[src/rtl/tod_pkg.sv]
package tod_pkg;
  localparam int ADDR_W = 4;

  typedef enum logic [ADDR_W-1:0] {
    A_PER_WHOLE = 4'd0,
    A_PER_NUM   = 4'd1,
    A_PER_DEN   = 4'd2,
    A_PER_GO    = 4'd3,
    A_SET_NS    = 4'd4,
    A_SET_SHI   = 4'd5,
    A_SET_SLO   = 4'd6,
    A_SET_GO    = 4'd7,
    A_STEP      = 4'd8,
    A_STEP_GO   = 4'd9,
    A_RD_NS     = 4'd10,
    A_RD_SHI    = 4'd11,
    A_RD_SLO    = 4'd12
  } reg_addr_e;
endpackage

[src/rtl/tod_regfile.sv]
module tod_regfile
  import tod_pkg::*;
#(
  parameter int DATA_W    = 32,
  parameter int QUO_W     = 8,
  parameter int FRAC_W    = 32,
  parameter int NS_W      = 30,
  parameter int SEC_W     = 48,
  parameter int RESET_QUO = 8
) (
  input  logic              clk,
  input  logic              rst_n,
  input  logic              wr_en,
  input  logic              rd_en,
  input  logic [ADDR_W-1:0] addr,
  input  logic [DATA_W-1:0] wdata,
  input  logic [NS_W-1:0]   time_ns,
  input  logic [SEC_W-1:0]  time_sec,
  output logic              per_go,
  output logic              set_go,
  output logic              step_go,
  output logic [QUO_W-1:0]  stg_quo,
  output logic [FRAC_W-1:0] stg_num,
  output logic [FRAC_W-1:0] stg_den,
  output logic [NS_W-1:0]   stg_ns,
  output logic [SEC_W-1:0]  stg_sec,
  output logic              stg_neg,
  output logic [NS_W-1:0]   stg_mag,
  output logic [DATA_W-1:0] rdata
);
  localparam int SEC_HI_W = SEC_W - DATA_W;

  logic [SEC_W-1:0] snap_sec;

  assign per_go  = wr_en && (addr == A_PER_GO)  && wdata[0];
  assign set_go  = wr_en && (addr == A_SET_GO)  && wdata[0];
  assign step_go = wr_en && (addr == A_STEP_GO) && wdata[0];

  always_ff @(posedge clk or negedge rst_n) begin
    if (!rst_n) begin
      stg_quo <= QUO_W'(RESET_QUO);
      stg_num <= '0;
      stg_den <= FRAC_W'(1);
      stg_ns  <= '0;
      stg_sec <= '0;
      stg_neg <= 1'b0;
      stg_mag <= '0;
    end else if (wr_en) begin
      case (addr)
        A_PER_WHOLE: stg_quo <= wdata[QUO_W-1:0];
        A_PER_NUM:   stg_num <= wdata[FRAC_W-1:0];
        A_PER_DEN:   stg_den <= wdata[FRAC_W-1:0];
        A_SET_NS:    stg_ns  <= wdata[NS_W-1:0];
        A_SET_SHI:   stg_sec[SEC_W-1:DATA_W] <= wdata[SEC_HI_W-1:0];
        A_SET_SLO:   stg_sec[DATA_W-1:0]     <= wdata;
        A_STEP: begin
          stg_neg <= wdata[DATA_W-1];
          stg_mag <= wdata[NS_W-1:0];
        end
        default: ;
      endcase
    end
  end

  // Registered read path; a nanosecond read freezes the seconds for later reads.
  always_ff @(posedge clk or negedge rst_n) begin
    if (!rst_n) begin
      rdata    <= '0;
      snap_sec <= '0;
    end else if (rd_en) begin
      case (addr)
        A_RD_NS: begin
          rdata    <= {{(DATA_W-NS_W){1'b0}}, time_ns};
          snap_sec <= time_sec;
        end
        A_RD_SHI: rdata <= {{(DATA_W-SEC_HI_W){1'b0}}, snap_sec[SEC_W-1:DATA_W]};
        A_RD_SLO: rdata <= snap_sec[DATA_W-1:0];
        default:  rdata <= '0;
      endcase
    end
  end
endmodule

[src/rtl/tod_period_unit.sv]
module tod_period_unit #(
  parameter int QUO_W     = 8,
  parameter int FRAC_W    = 32,
  parameter int RESET_QUO = 8
) (
  input  logic              clk,
  input  logic              rst_n,
  input  logic              per_go,
  input  logic [QUO_W-1:0]  stg_quo,
  input  logic [FRAC_W-1:0] stg_num,
  input  logic [FRAC_W-1:0] stg_den,
  output logic [QUO_W:0]    inc,
  output logic              cfg_err
);
  logic [QUO_W-1:0]  quo_a;
  logic [FRAC_W-1:0] num_a, den_a, acc;
  logic [FRAC_W:0]   acc_sum;
  logic              extra_ns;
  logic              commit_ok, commit_bad;

  // Named events for the checks below.
  assign commit_ok  = per_go && (stg_den != '0) && (stg_num < stg_den);
  assign commit_bad = per_go && !commit_ok;

  assign acc_sum  = {1'b0, acc} + {1'b0, num_a};
  assign extra_ns = acc_sum >= {1'b0, den_a};
  assign inc      = {1'b0, quo_a} + (QUO_W+1)'(extra_ns);

  always_ff @(posedge clk or negedge rst_n) begin
    if (!rst_n) begin
      quo_a   <= QUO_W'(RESET_QUO);
      num_a   <= '0;
      den_a   <= FRAC_W'(1);
      acc     <= '0;
      cfg_err <= 1'b0;
    end else if (commit_ok) begin
      quo_a   <= stg_quo;
      num_a   <= stg_num;
      den_a   <= stg_den;
      acc     <= '0;
      cfg_err <= 1'b0;
    end else begin
      acc <= extra_ns ? FRAC_W'(acc_sum - {1'b0, den_a}) : acc_sum[FRAC_W-1:0];
      if (commit_bad) cfg_err <= 1'b1;
    end
  end

  a_r4_bad_commit_flags: assert property (@(posedge clk) disable iff (!rst_n)
    commit_bad |=> cfg_err);
  a_r4_bad_commit_keeps_period: assert property (@(posedge clk) disable iff (!rst_n)
    commit_bad |=> $stable({quo_a, num_a, den_a}));
  a_r4_good_commit_clears: assert property (@(posedge clk) disable iff (!rst_n)
    commit_ok |=> !cfg_err);
  a_r2_acc_below_den: assert property (@(posedge clk) disable iff (!rst_n)
    acc < den_a);
endmodule

[src/rtl/tod_time_core.sv]
module tod_time_core #(
  parameter int QUO_W      = 8,
  parameter int NS_W       = 30,
  parameter int SEC_W      = 48,
  parameter int NS_PER_SEC = 1000000000
) (
  input  logic             clk,
  input  logic             rst_n,
  input  logic [QUO_W:0]   inc,
  input  logic             set_go,
  input  logic [NS_W-1:0]  stg_ns,
  input  logic [SEC_W-1:0] stg_sec,
  input  logic             step_go,
  input  logic             stg_neg,
  input  logic [NS_W-1:0]  stg_mag,
  output logic [NS_W-1:0]  time_ns,
  output logic [SEC_W-1:0] time_sec
);
  localparam int SW = NS_W + 4;
  localparam logic signed [SW-1:0] ONE_S = SW'(longint'(NS_PER_SEC));
  localparam logic signed [SW-1:0] TWO_S = SW'(2 * longint'(NS_PER_SEC));

  // Fold a signed nanosecond sum back into range; returns {carry[2:0], ns}.
  function automatic logic [NS_W+2:0] normalize(input logic signed [SW-1:0] v);
    logic signed [SW-1:0] r;
    logic signed [2:0]    c;
    if (v >= TWO_S) begin
      r = v - TWO_S; c = 3'sd2;
    end else if (v >= ONE_S) begin
      r = v - ONE_S; c = 3'sd1;
    end else if (!v[SW-1]) begin
      r = v;         c = 3'sd0;
    end else if (v >= -ONE_S) begin
      r = v + ONE_S; c = -3'sd1;
    end else begin
      r = v + TWO_S; c = -3'sd2;
    end
    return {c, r[NS_W-1:0]};
  endfunction

  logic signed [SW-1:0] ns_x, inc_x, mag_x, step_x, sum_x;
  logic [NS_W+2:0]      norm;
  logic [2:0]           sec_carry;
  logic [NS_W-1:0]      ns_next;
  logic [SEC_W-1:0]     sec_next;

  assign ns_x   = $signed({{(SW-NS_W){1'b0}}, time_ns});
  assign inc_x  = $signed({{(SW-QUO_W-1){1'b0}}, inc});
  assign mag_x  = $signed({{(SW-NS_W){1'b0}}, stg_mag});
  assign step_x = !step_go ? '0 : (stg_neg ? -mag_x : mag_x);
  assign sum_x  = ns_x + inc_x + step_x;

  assign norm      = normalize(sum_x);
  assign sec_carry = norm[NS_W+2:NS_W];
  assign ns_next   = norm[NS_W-1:0];
  assign sec_next  = time_sec + {{(SEC_W-3){sec_carry[2]}}, sec_carry};

  always_ff @(posedge clk or negedge rst_n) begin
    if (!rst_n) begin
      time_ns  <= '0;
      time_sec <= '0;
    end else if (set_go) begin
      time_ns  <= stg_ns;
      time_sec <= stg_sec;
    end else begin
      time_ns  <= ns_next;
      time_sec <= sec_next;
    end
  end

  a_r5_ns_in_range: assert property (@(posedge clk) disable iff (!rst_n)
    !$past(set_go) |-> (time_ns < NS_W'(NS_PER_SEC)));
  a_r5_plain_advance_sec: assert property (@(posedge clk) disable iff (!rst_n)
    (!set_go && !step_go) |=>
      (time_sec == $past(time_sec)) || (time_sec == $past(time_sec) + SEC_W'(1)));
endmodule

[src/rtl/frac_tod_counter.sv]
module frac_tod_counter
  import tod_pkg::*;
#(
  parameter int DATA_W     = 32,
  parameter int QUO_W      = 8,
  parameter int FRAC_W     = 32,
  parameter int NS_W       = 30,
  parameter int SEC_W      = 48,
  parameter int NS_PER_SEC = 1000000000,
  parameter int RESET_QUO  = 8
) (
  input  logic              clk,
  input  logic              rst_n,
  input  logic              reg_wr,
  input  logic              reg_rd,
  input  logic [ADDR_W-1:0] reg_addr,
  input  logic [DATA_W-1:0] reg_wdata,
  output logic [DATA_W-1:0] reg_rdata,
  output logic              cfg_err,
  output logic [NS_W-1:0]   time_ns,
  output logic [SEC_W-1:0]  time_sec
);
  logic              per_go, set_go, step_go;
  logic [QUO_W-1:0]  stg_quo;
  logic [FRAC_W-1:0] stg_num, stg_den;
  logic [NS_W-1:0]   stg_ns, stg_mag;
  logic [SEC_W-1:0]  stg_sec;
  logic              stg_neg;
  logic [QUO_W:0]    inc;

  tod_regfile #(
    .DATA_W(DATA_W), .QUO_W(QUO_W), .FRAC_W(FRAC_W),
    .NS_W(NS_W), .SEC_W(SEC_W), .RESET_QUO(RESET_QUO)
  ) u_regs (
    .clk(clk), .rst_n(rst_n), .wr_en(reg_wr), .rd_en(reg_rd),
    .addr(reg_addr), .wdata(reg_wdata),
    .time_ns(time_ns), .time_sec(time_sec),
    .per_go(per_go), .set_go(set_go), .step_go(step_go),
    .stg_quo(stg_quo), .stg_num(stg_num), .stg_den(stg_den),
    .stg_ns(stg_ns), .stg_sec(stg_sec), .stg_neg(stg_neg), .stg_mag(stg_mag),
    .rdata(reg_rdata)
  );

  tod_period_unit #(
    .QUO_W(QUO_W), .FRAC_W(FRAC_W), .RESET_QUO(RESET_QUO)
  ) u_period (
    .clk(clk), .rst_n(rst_n), .per_go(per_go),
    .stg_quo(stg_quo), .stg_num(stg_num), .stg_den(stg_den),
    .inc(inc), .cfg_err(cfg_err)
  );

  tod_time_core #(
    .QUO_W(QUO_W), .NS_W(NS_W), .SEC_W(SEC_W), .NS_PER_SEC(NS_PER_SEC)
  ) u_core (
    .clk(clk), .rst_n(rst_n), .inc(inc),
    .set_go(set_go), .stg_ns(stg_ns), .stg_sec(stg_sec),
    .step_go(step_go), .stg_neg(stg_neg), .stg_mag(stg_mag),
    .time_ns(time_ns), .time_sec(time_sec)
  );
endmodule

[config.mk]
export PLATFORM = sky130hd
export DESIGN_NAME = frac_tod_counter
export DESIGN_NICKNAME = d
export VERILOG_FILES = /design/src/rtl/tod_pkg.sv /design/src/rtl/tod_regfile.sv /design/src/rtl/tod_period_unit.sv /design/src/rtl/tod_time_core.sv /design/src/rtl/frac_tod_counter.sv
export SDC_FILE = /design/constraint.sdc
export NUM_CORES = 1
export LEC_CHECK = 0
export ABC_CLOCK_PERIOD_IN_PS = 22700
export BUFFER_PORTS_ARGS = -buffer_cell sky130_fd_sc_hd__buf_4
export CORE_ASPECT_RATIO = 0.75
export CORE_MARGIN = 3
export CORE_UTILIZATION = 44
export CTS_CLUSTER_DIAMETER = 120
export CTS_CLUSTER_SIZE = 30
export DETAILED_ROUTE_END_ITERATION = 6
export PLACE_DENSITY = 0.61
export SYNTH_ARGS = -nofsm -noshare
export SYNTH_HDL_FRONTEND = slang
export SYNTH_HIERARCHICAL = 1
export SYNTH_SLANG_ARGS = --single-unit
[constraint.sdc]
create_clock -name clk -period 22.7 [get_ports clk]
set_clock_uncertainty 0.15 [all_clocks]
set_input_delay 3.405 -clock clk [delete_from_list [all_inputs] [get_ports clk]]
set_output_delay 3.405 -clock clk [all_outputs]
set_load 0.01 [all_outputs]
# Word-level counts from Yosys, hierarchy flattened

Index checks and enable logic that the tools add are counted.
Widths: inputs -> output; s select.

Flip-flop bits (word level): 444
Bits in latches: 0
Memory bits (writable): 0
Bits in read-only memories: 0
Input port bits: 40
Output and inout bits: 111
Logic and storage cells: 83
Memories: 0

Add/sub/neg operators: 11
Multiply operators: 0
Divide/modulo/power cells: 0
Magnitude comparators: 5
Equality and inequality tests: 12
Shift-type cells: 0
Multiplexer cells: 17
Bitwise operators: 0
Reductions and logical operators: 21

Operator list:

| operator               | count |
|---|---|
| $mux 30                | 5 |
| $pmux 32 s3            | 1 |
| $ge 34x31->1 const B   | 2 |
| $mux 34                | 2 |
| $mux 32                | 2 |
| $add 48x48->48         | 1 |
| $mux 48                | 1 |
| $add 32x34->34         | 1 |
| $ge 34x32->1 const B   | 1 |
| $neg 30->34            | 1 |
| $add 32x32->33         | 1 |
| $ge 33x32->1           | 1 |
| $lt 32x32->1           | 1 |
| $reduce_bool 32->1     | 1 |
| $sub 32x32->32         | 1 |
| $add 30x9->31          | 1 |
| $add 30x28->30 const B | 1 |
| $add 30x29->30 const B | 1 |
| $sub 30x28->30 const B | 1 |
| $sub 30x29->30 const B | 1 |
| $eq 4x4->1 const B     | 5 |
| $eq 4x3->1 const B     | 4 |
| $reduce_and 2->1       | 8 |
| $add 8x1->9            | 1 |
| 8 further kinds        | 21 |

# Depth between registers and ports, before layout

Gate-level depths: netlist (run 1).

Depth in word-level cells: 12
Gate-level depth with buffers: 68
Depth with buffers taken out: 64

# Hierarchy

The synthesis (run 1) kept the hierarchy.

By module, submodules not included:

| module          | instances | cells each | area an instance (um^2) | sequential area each (um^2) |
|---|---|---|---|---|
| tod_time_core   | 1         | 1,450      | 10,978.0                | 1,951.9 |
| tod_regfile     | 1         | 670        | 10,517.6                | 6,533.8 |
| tod_period_unit | 1         | 944        | 8,385.5                 | 2,630.0 |

# Least setup slack after synthesis (run 1)

No wires, ideal clock.

Path kind: flip-flop to flip-flop
Start: reg u_period.num_a[0]
End: reg u_core.time_sec[46]
Library setup time: 0.083 ns
Arrival: 13.148 ns
Required time: 22.467 ns
Slack: 9.320 ns
Cell stages (with the launch flop): 65
Path buffers: 3
Clock period less this slack: 13.380 ns
Cells stage by stage: dfrtp_1 -> ha_1 -> inv_1 -> fa_1 -> nor2b_1 -> o2111ai_1 -> nand3b_1 -> nand4_1 -> o2111a_1 -> o41ai_1 -> a21oi_1 -> xnor2_1 -> ha_1 -> and3_1 -> nand4_1 -> or4_1 -> nor4_1 -> nor4_1 -> (+29 left out) -> a211o_1 -> buf_2 -> a21oi_1 -> ha_1 -> fa_1 -> a21o_1 -> a21oi_1 -> o21ai_0 -> a21oi_1 -> o41ai_1 -> a21oi_1 -> a31oi_1 -> a21oi_1 -> nand2b_1 -> a41oi_1 -> o211a_1 -> xor2_1 -> o21ai_0

Cells in the longest elaborated chain, start to end: 12
Elaborated cells between the ends (all ways): 14
Those cells by class: add/sub: 5; order compare: 4; mux: 5

RTL lines:

| what                     | line                   | source |
|---|---|---|
| start: declaration       | tod_period_unit.sv:16  | `logic [FRAC_W-1:0] num_a, den_a, acc;` |
| start signal: assignment | tod_period_unit.sv:38  | `num_a <= stg_num;` |
| $add 32x32->33 (*)       | tod_period_unit.sv:25  | `assign acc_sum = {1'b0, acc} + {1'b0, num_a};` |
| $ge 33x32->1 (*)         | tod_period_unit.sv:26  | `assign extra_ns = acc_sum >= {1'b0, den_a};` |
| $add 8x1->9 (*)          | tod_period_unit.sv:27  | `assign inc = {1'b0, quo_a} + (QUO_W+1)'(extra_ns);` |
| named net inc[1]         | frac_tod_counter.sv:29 | `logic [QUO_W:0] inc;` |
| $add 30x9->31 (*)        | tod_time_core.sv:51    | `assign sum_x = ns_x + inc_x + step_x;` |
| $add 32x34->34 (*)       | tod_time_core.sv:51    |  |
| $ge 34x31->1             | tod_time_core.sv:33    | `end else if (v >= -ONE_S) begin` |
| $mux 1                   | tod_time_core.sv:33    |  |
| $mux 3                   | tod_time_core.sv:31    | `end else if (!v[SW-1]) begin` |
| $mux 3                   | tod_time_core.sv:29    | `end else if (v >= ONE_S) begin` |
| $mux 3 (*)               | tod_time_core.sv:27    | `if (v >= TWO_S) begin` |
| $add 48x48->48 (*)       | tod_time_core.sv:56    | `assign sec_next = time_sec + {{(SEC_W-3){sec_carry[2]}}, sec_carry};` |
| $mux 48 (*)              | tod_time_core.sv:62    | `end else if (set_go) begin` |
| end signal: assignment   | tod_time_core.sv:64    | `time_sec <= stg_sec;` |
| end signal: assignment   | tod_time_core.sv:67    | `time_sec <= sec_next;` |
| end: declaration         | tod_time_core.sv:17    | `output logic [SEC_W-1:0] time_sec` |

Mark *: on every way through the listed nets, which the timed path passes. The rest lies on a longest branch.
A chain may end at the register's enable or synchronous reset.

# Worst setup path in the final report (run 1)

Start: reg u_period.num_a[0]
End: reg u_core.time_sec[42]

Same word-level chain as after synthesis.

==> results of run 1 <==
==> Yosys cell counts, types with 46 or more instances <==
master and instances:
nor2_1 152, a21oi_1 176, a21o_1 85, nand2_1 233
nand4_1 46, inv_1 162, xnor2_1 137, clkbuf_1 76
ha_1 192, dfrtp_1 440, nand3_1 67, and2_1 47
o21ai_0 182, mux2_2 273, xor2_1 49
==> metal layers <==
layer	global-route usage	vias to the layer above	part of all wire
met1	0.406	12056	0.51
met3	0.0477	78	0.070
li1	-	11300	-
met5	0	-	0
met2	0.361	722	0.41
met4	0.0418	0	0.016
==> worst paths after layout <==
path,endpoint,cells after the start
setup / recovery,u_core/time_sec[42]$_DFF_PN0_,61
hold / removal,u_core/time_ns[8]$_DFF_PN0_,2
setup reg to reg,u_core/time_sec[42]$_DFF_PN0_,61
hold reg to reg,u_core/time_ns[8]$_DFF_PN0_,2
max in group asynchronous,u_regs/snap_sec[20]$_DFFE_PN0P_,2
min in group asynchronous,u_core/time_sec[37]$_DFF_PN0_,1
==> through the flow <==
step	worst slack [ns]	hold WS, ns
2_1_floorplan	9.32	0.288
3_3_place_gp	6.63	0.305
3_5_place_dp	6.22	0.302
4_1_cts	6.05	0.332
5_1_grt	4.26	0.364
6_report	5.70	0.337
==> cell type report <==
type	instances	area, µm²	area share
multi-input cells	2321	17500	0.544
flip-flops and latches	444	11100	0.346
repair buffers	175	1330	0.0415
well taps	882	1100	0.0343
inverters	163	612	0.0190
clock buffers	25	498	0.0155
clock inverters	1	8.76	0.000272
diodes	3	7.51	0.000233
==> cell families (layout without fill, tap and decap cells) <==
logic type                 Yosys count  in the layout  share of synthesized area
AOI/OAI and AO/OA                  827            827                      0.185
and+or+nand+nor                    781            781                      0.134
DFF                                444            444                      0.372
muxes                              329            329                      0.126
buffers and inverters              299            364                     0.0442
adders and majority gates          197            197                     0.0837
xor gates and xnor gates           187            187                     0.0551
other                                0              3                          0
==> power breakdown <==
| group | internal [µW] | total [µW] | leakage, µW | switching (µW) |
|---|---|---|---|---|
| combinational | 812 | 1900 | 0.00881 | 1080 |
| sequential | 1000 | 1210 | 0.00566 | 213 |
| clock | 157 | 408 | 0.000245 | 252 |
==> flip-flops by register name, summed over array words and instances (netlist names) <==
name              count
u_period/quo_a        8
u_regs/stg_num       32
u_regs/stg_den       32
u_regs/rdata         32
u_period/den_a       32
u_period/cfg_err      1
u_period/acc         32
u_core/time_ns       30
u_core/time_sec      48
u_regs/snap_sec      48
u_regs/stg_sec       48
u_regs/stg_neg        1
u_regs/stg_mag       30
u_regs/stg_ns        30
u_period/num_a       32
u_regs/stg_quo        8
==> placed cells by master (no fill, tap or decap), types with 26 or more instances in the layout <==
master	count
mux2_2	273
nand4_1	46
a21o_1	85
a21oi_1	176
and3_1	33
inv_1	161
nor3_1	38
o21a_1	28
xnor2_1	137
nand2_1	233
o21ai_0	182
ha_1	192
xor2_1	49
mux2i_1	26
o22ai_1	34
a22oi_1	33
buf_4	173
and2_1	47
nor2_1	152
nand3_1	67
dfrtp_1	440
==> worst max-delay path, delay by kind of cell (launching register included) <==
family                   cells  cell delay [ns]
flip-flops                   1             0.37
buffers and inverters        4             0.70
adder cells (fa/ha/maj)      9             2.91
XOR/XNOR                     4             1.25
AO/OA/AOI/OAI               30             8.28
AND/OR/NAND/NOR             14             3.12
==> results.cfg, run 1 <==
[sta]
finalHoldViolCount = 0
fmax_mhz = 58.8
tns_ns = 0
slew_violations = 0
worst_slew_pin_slew_ns = 1.13
relSlewSlack = 0.242
min_period_ns = 17.00
period_share = 0.749
setup_violations = 0
rsz0062_at_grt = false

[clock_tree]
hold_buffers = 0
cts_setup_buffers = 0
cts_root_buf = clkbuf_16
insertion_delay_ns = 0.57
clk_pin_slew_ns = 0.12
h-tree-depth = 1
clock_sinks = 444
cts_inserted_buffers = 18
tritoncts = yes
ctsResizeCount = 0
ctsLongestPathBuffers = 3

[placed_design]
dpl.cell_count = 3985
gp_congestion = 0.925
dp_hpwl_um = 72200
numPortBuffers = 150
dpl_cell_area_um2 = 31700

[global_route]
grt_start_max_net_pins = 157
antenna_found_initial = 5
grt_pass1_wl_um = 141000
grt_pass1_vias = 22996
gr-total-overflow = 0
grtUsageTotal = 0.256

[setup_path]
cp-end-kind = flop
cp-start-kind = flop
critPathKind = reg -> reg
r2r_start = u_period/num_a[0]$_DFFE_PN0P_
cp_slowest_cell = o41ai_1
cp_common_cell = a21oi_1
rrSetupSlack_ns = 5.70
arrival_ns = 17.28
max_stage_delay_ns = 0.89
crit_fanout = 27
crit_start = u_period/num_a[0]$_DFFE_PN0P_
crit_required_ns = 22.98

[synth]
yosysWarnings = 6
yosys.cell_types.count = 109
netlist.area_leader.share = 0.368
avgSynthCellArea_um2 = 9.75
synthTopCellsByArea = dfrtp_1 (37%), mux2_2 (10%), ha_1 (8.0%), xnor2_1 (4.0%), o21ai_0 (3.0%)
syn_inst = 3064
synth_ff_type = dfrtp_1
synth_seq_cells = 444
seq_area_frac_synth = 0.372
synth_fp_nets = 3301
synth_edf_count = 0
async_flop_share = 1.00
yosysTopAreaCell = dfrtp_1
synth_area_um2 = 29900

[routing]
via_per_inst = 6.02
via_count = 24156
first_pass_iters = 6
wire_per_inst_um = 23.2
initialDrtViolationCount = 2129
drc = 0
ant_nets = 0
routed_wl_um = 93200

[floorplan]
core_area_um2 = 67000
io-pin-count = 151
start_util = 0.446
rows = 82
die_area_um2 = 71100
die_h_um = 232
die_width_um = 307

[cells_and_area]
stdcell_count = 4014
finalInstanceArea_um2 = 32200
drive_gt1_frac = 0.180
postLayoutCoreUtil = 0.480
n_fill_cell = 6294
area_delta_synth_final_pct = 7.65
layout.nets = 3360

[power_and_ir_drop]
total_power_uw = 3520
powerDensity_nw_per_um2 = 109
ir_worst_vdd_v = 0.0000613
leakagePower_uw = 0.0147

[hold_path]
min_from = u_regs/stg_ns[8]$_DFFE_PN0P_
hp-class = reg -> reg

[run]
maxCapViolCount = 0

[outcome]
status = finished clean
(Power assumes the default switching activity.)
==> run 2, diff against run 1 <==
--- a/config.mk
+++ b/config.mk
@@ -5,7 +5,8 @@
 export SDC_FILE = /design/constraint.sdc
 export NUM_CORES = 1
 export LEC_CHECK = 0
-export ABC_CLOCK_PERIOD_IN_PS = 22700
+export ABC_AREA = 1
+export ABC_CLOCK_PERIOD_IN_PS = 14200
 export BUFFER_PORTS_ARGS = -buffer_cell sky130_fd_sc_hd__buf_4
 export CORE_ASPECT_RATIO = 0.75
 export CORE_MARGIN = 3
@@ -13,7 +14,7 @@
 export CTS_CLUSTER_DIAMETER = 120
 export CTS_CLUSTER_SIZE = 30
 export DETAILED_ROUTE_END_ITERATION = 6
-export PLACE_DENSITY = 0.61
+export PLACE_DENSITY = 0.64
 export SYNTH_ARGS = -nofsm -noshare
 export SYNTH_HDL_FRONTEND = slang
 export SYNTH_HIERARCHICAL = 1
==> constraint.sdc (replaced) <==
create_clock -name clk -period 14.2 [get_ports clk]
set_clock_uncertainty 0.15 [all_clocks]
set_input_delay 2.13 -clock clk [delete_from_list [all_inputs] [get_ports clk]]
set_output_delay 2.13 -clock clk [all_outputs]
set_load 0.01 [all_outputs]
==> run 2 against run 1 <==
Compared with the run above:
- global-route usage grew 6.5 points
- sequential power grew 70%
- final cell count grew 46%
- register-to-register slack lost 4.7 ns
- combinational power grew 130%
- critical endpoint is now u_core/time_sec[20]$_DFF_PN0_
- largest cell class unchanged
- highest routed layer is now met5
==> results.cfg, run 2 <==
[synth]
synth_edf_count = 0
synth_ff_type = dfrtp_1
yosysWarnings = 6
synth_seq_cells = 444
yosysMostFrequentCell = nand2_1
synthTopCellsByArea = dfrtp_1 (34%), nand2_1 (18%), ha_1 (7.3%), inv_1 (5.3%), a21oi_1 (5.3%)
synth_common_cells = nand2_1 (1576), inv_1 (467), nor2_1 (465), dfrtp_1 (440), a21oi_1 (349)
syn_inst = 4821
synth_area_um2 = 32800
seq_area_frac_synth = 0.339
avgSynthCellArea_um2 = 6.80
yosysTopAreaCell = dfrtp_1
async_flop_share = 1.00
netlist.area_leader.share = 0.336
yosys.cell_types.count = 61
synth_fp_nets = 5058

[clock_tree]
cts_inserted_buffers = 19
h-tree-depth = 1
insertion_delay_ns = 0.60
clk_pin_slew_ns = 0.12
ctsLongestPathBuffers = 3
tritoncts = yes
cts_setup_buffers = 0
clock_sinks = 444
cts_root_buf = clkbuf_16

[routing]
via_per_inst = 5.65
initialDrtViolationCount = 4297
via_count = 33030
drc = 0
wire_per_inst_um = 22.1
ant_nets = 0
routed_wl_um = 129000
first_pass_iters = 7

[cells_and_area]
drive_gt1_frac = 0.0767
finalInstanceArea_um2 = 35200
final_common_cell = nand2_1
layout_common_cells = nand2_1 (1576), inv_1 (466), nor2_1 (465), dfrtp_1 (440), a21oi_1 (348)
n_fill_cell = 7560
multiInputGateArea_um2 = 19100
postLayoutCoreUtil = 0.484
area_delta_synth_final_pct = 7.40
seq_area_um2 = 11100
reg.largest.list = u_core/time_sec: 48 flops, u_regs/snap_sec: 48 flops, u_regs/stg_sec: 48 flops
layout.nets = 5113

[global_route]
grt_start_max_net_pins = 100
grt_pass1_wl_um = 189000
antenna_found_initial = 9
grtUsageTotal = 0.321
grt_pass1_vias = 28690
gr-total-overflow = 0

[setup_path]
rrSetupSlack_ns = 0.97
arrival_ns = 13.55
critPathKind = reg -> reg
r2r_cells = 79
cp_slowest_cell = o21ai_0
cp_common_cell = nand2_1
crit_required_ns = 14.52
reg2reg_to = u_core/time_sec[20]$_DFF_PN0_
cp-start-kind = flop
crit_fanout = 17
crit_start = u_period/num_a[0]$_DFFE_PN0P_
cp-end-kind = flop
max_stage_delay_ns = 0.61
r2r_start = u_period/num_a[0]$_DFFE_PN0P_

[power_and_ir_drop]
leakagePower_uw = 0.0184
p_seq_frac = 0.292
p_sw_frac = 0.537
powerDensity_nw_per_um2 = 200
ir_worst_vdd_v = 0.0000872
p_clk_frac = 0.100
comb_power_share = 0.608
p_switching_uw = 3780
p_int_uw = 3270

[floorplan]
die_h_um = 242
die_width_um = 321
rows = 85
core_area_um2 = 72700
io-pin-count = 151
start_util = 0.450
die_area_um2 = 77800

[hold_path]
min_from = u_regs/stg_ns[28]$_DFFE_PN0P_
hp-class = reg -> reg
min_to = u_core/time_ns[28]$_DFF_PN0_
holdPathStages = 2

[sta]
worst_slew_pin_slew_ns = 1.07
period_share = 0.932
tns_ns = 0
slew_violations = 0
relSlewSlack = 0.284
finalHoldViolCount = 0
rsz0062_at_grt = false
fmax_mhz = 75.6
min_period_ns = 13.23
setup_violations = 0

[placed_design]
dp_hpwl_um = 102000
numPortBuffers = 150
dpl_cell_area_um2 = 34600
gp_congestion = 1.03

[run]
maxCapViolCount = 0

[outcome]
status = finished clean
-- run 2: layout make-up --
| type | count | area share |
|---|---|---|
| inverters | 493 | 0.0527 |
| multi-input cells | 3738 | 0.542 |
| flip-flops and latches | 444 | 0.316 |
| clock buffers | 29 | 0.0146 |
| clock inverters | 5 | 0.00164 |
| repair buffers | 180 | 0.0386 |
| diodes | 2 | 0.000142 |
| well taps | 957 | 0.0340 |
-- run 2: kinds of logic after synthesis --
logic type | count (synthesis) | share of synthesized area
buf+inv | 639 | 0.0794
flops | 444 | 0.339
compound gates | 696 | 0.116
fa+ha+maj | 197 | 0.0764
simple gates | 2713 | 0.354
xor+xnor | 132 | 0.0353
-- run 2: timing repair --
item | in CTS | in global routing
gates resized for setup | 0 | 1
endpoints found under the setup margin | 0 | 2
hold buffers | 0 | 0
-- run 2: how the worst max path moves through the flow --
stage | end | slack (ns) | depth (start not counted)
floorplan | u_core/time_sec[20]$_DFF_PN0_ | 3.63 | 75
global placement | u_core/time_sec[47]$_DFF_PN0_ | 1.59 | 67
detailed placement | u_core/time_sec[20]$_DFF_PN0_ | 1.50 | 75
CTS | u_core/time_sec[20]$_DFF_PN0_ | 1.40 | 75
global route | u_core/time_sec[20]$_DFF_PN0_ | 0.15 | 78
finish | u_core/time_sec[20]$_DFF_PN0_ | 0.97 | 79
-- run 2: power by group through the flow --
stage               clock, µW  combinational [µW]  sequential (µW)
finish                    703                4290             2060
global route              756                4700             2090
CTS                       718                4160             2040
detailed placement          0                4140             2060
global placement            0                4150             2060
floorplan                   0                2820             1890
-- run 2: worst max-delay path, delay by kind of cell (launching register included) --
family,cells,cell delay [ns]
buffers and inverters,8,0.87
and+or+nand+nor,48,5.90
AOI/OAI and AO/OA,13,2.94
DFF,1,0.38
adders and majority gates,8,2.56
xor gates and xnor gates,2,0.32
-- run 2: metrics by stage --
stage	hold slack, ns	setup WS [ns]	total power, µW	std cells
floorplan	0.292	3.63	4710	4821
global placement	0.305	1.59	6210	5812
detailed placement	0.308	1.50	6200	5812
CTS	0.328	1.40	6920	5846
global route	0.342	0.152	7550	5846
finish	0.328	0.969	7050	5848
-- run 2: layer usage --
layer | up-vias | track usage | share of wire
met4 | 4 | 0.0514 | 0.018
li1 | 15753 | - | -
met2 | 1567 | 0.405 | 0.37
met3 | 113 | 0.0905 | 0.12
met5 | - | 0 | 0.00020
met1 | 15593 | 0.531 | 0.50
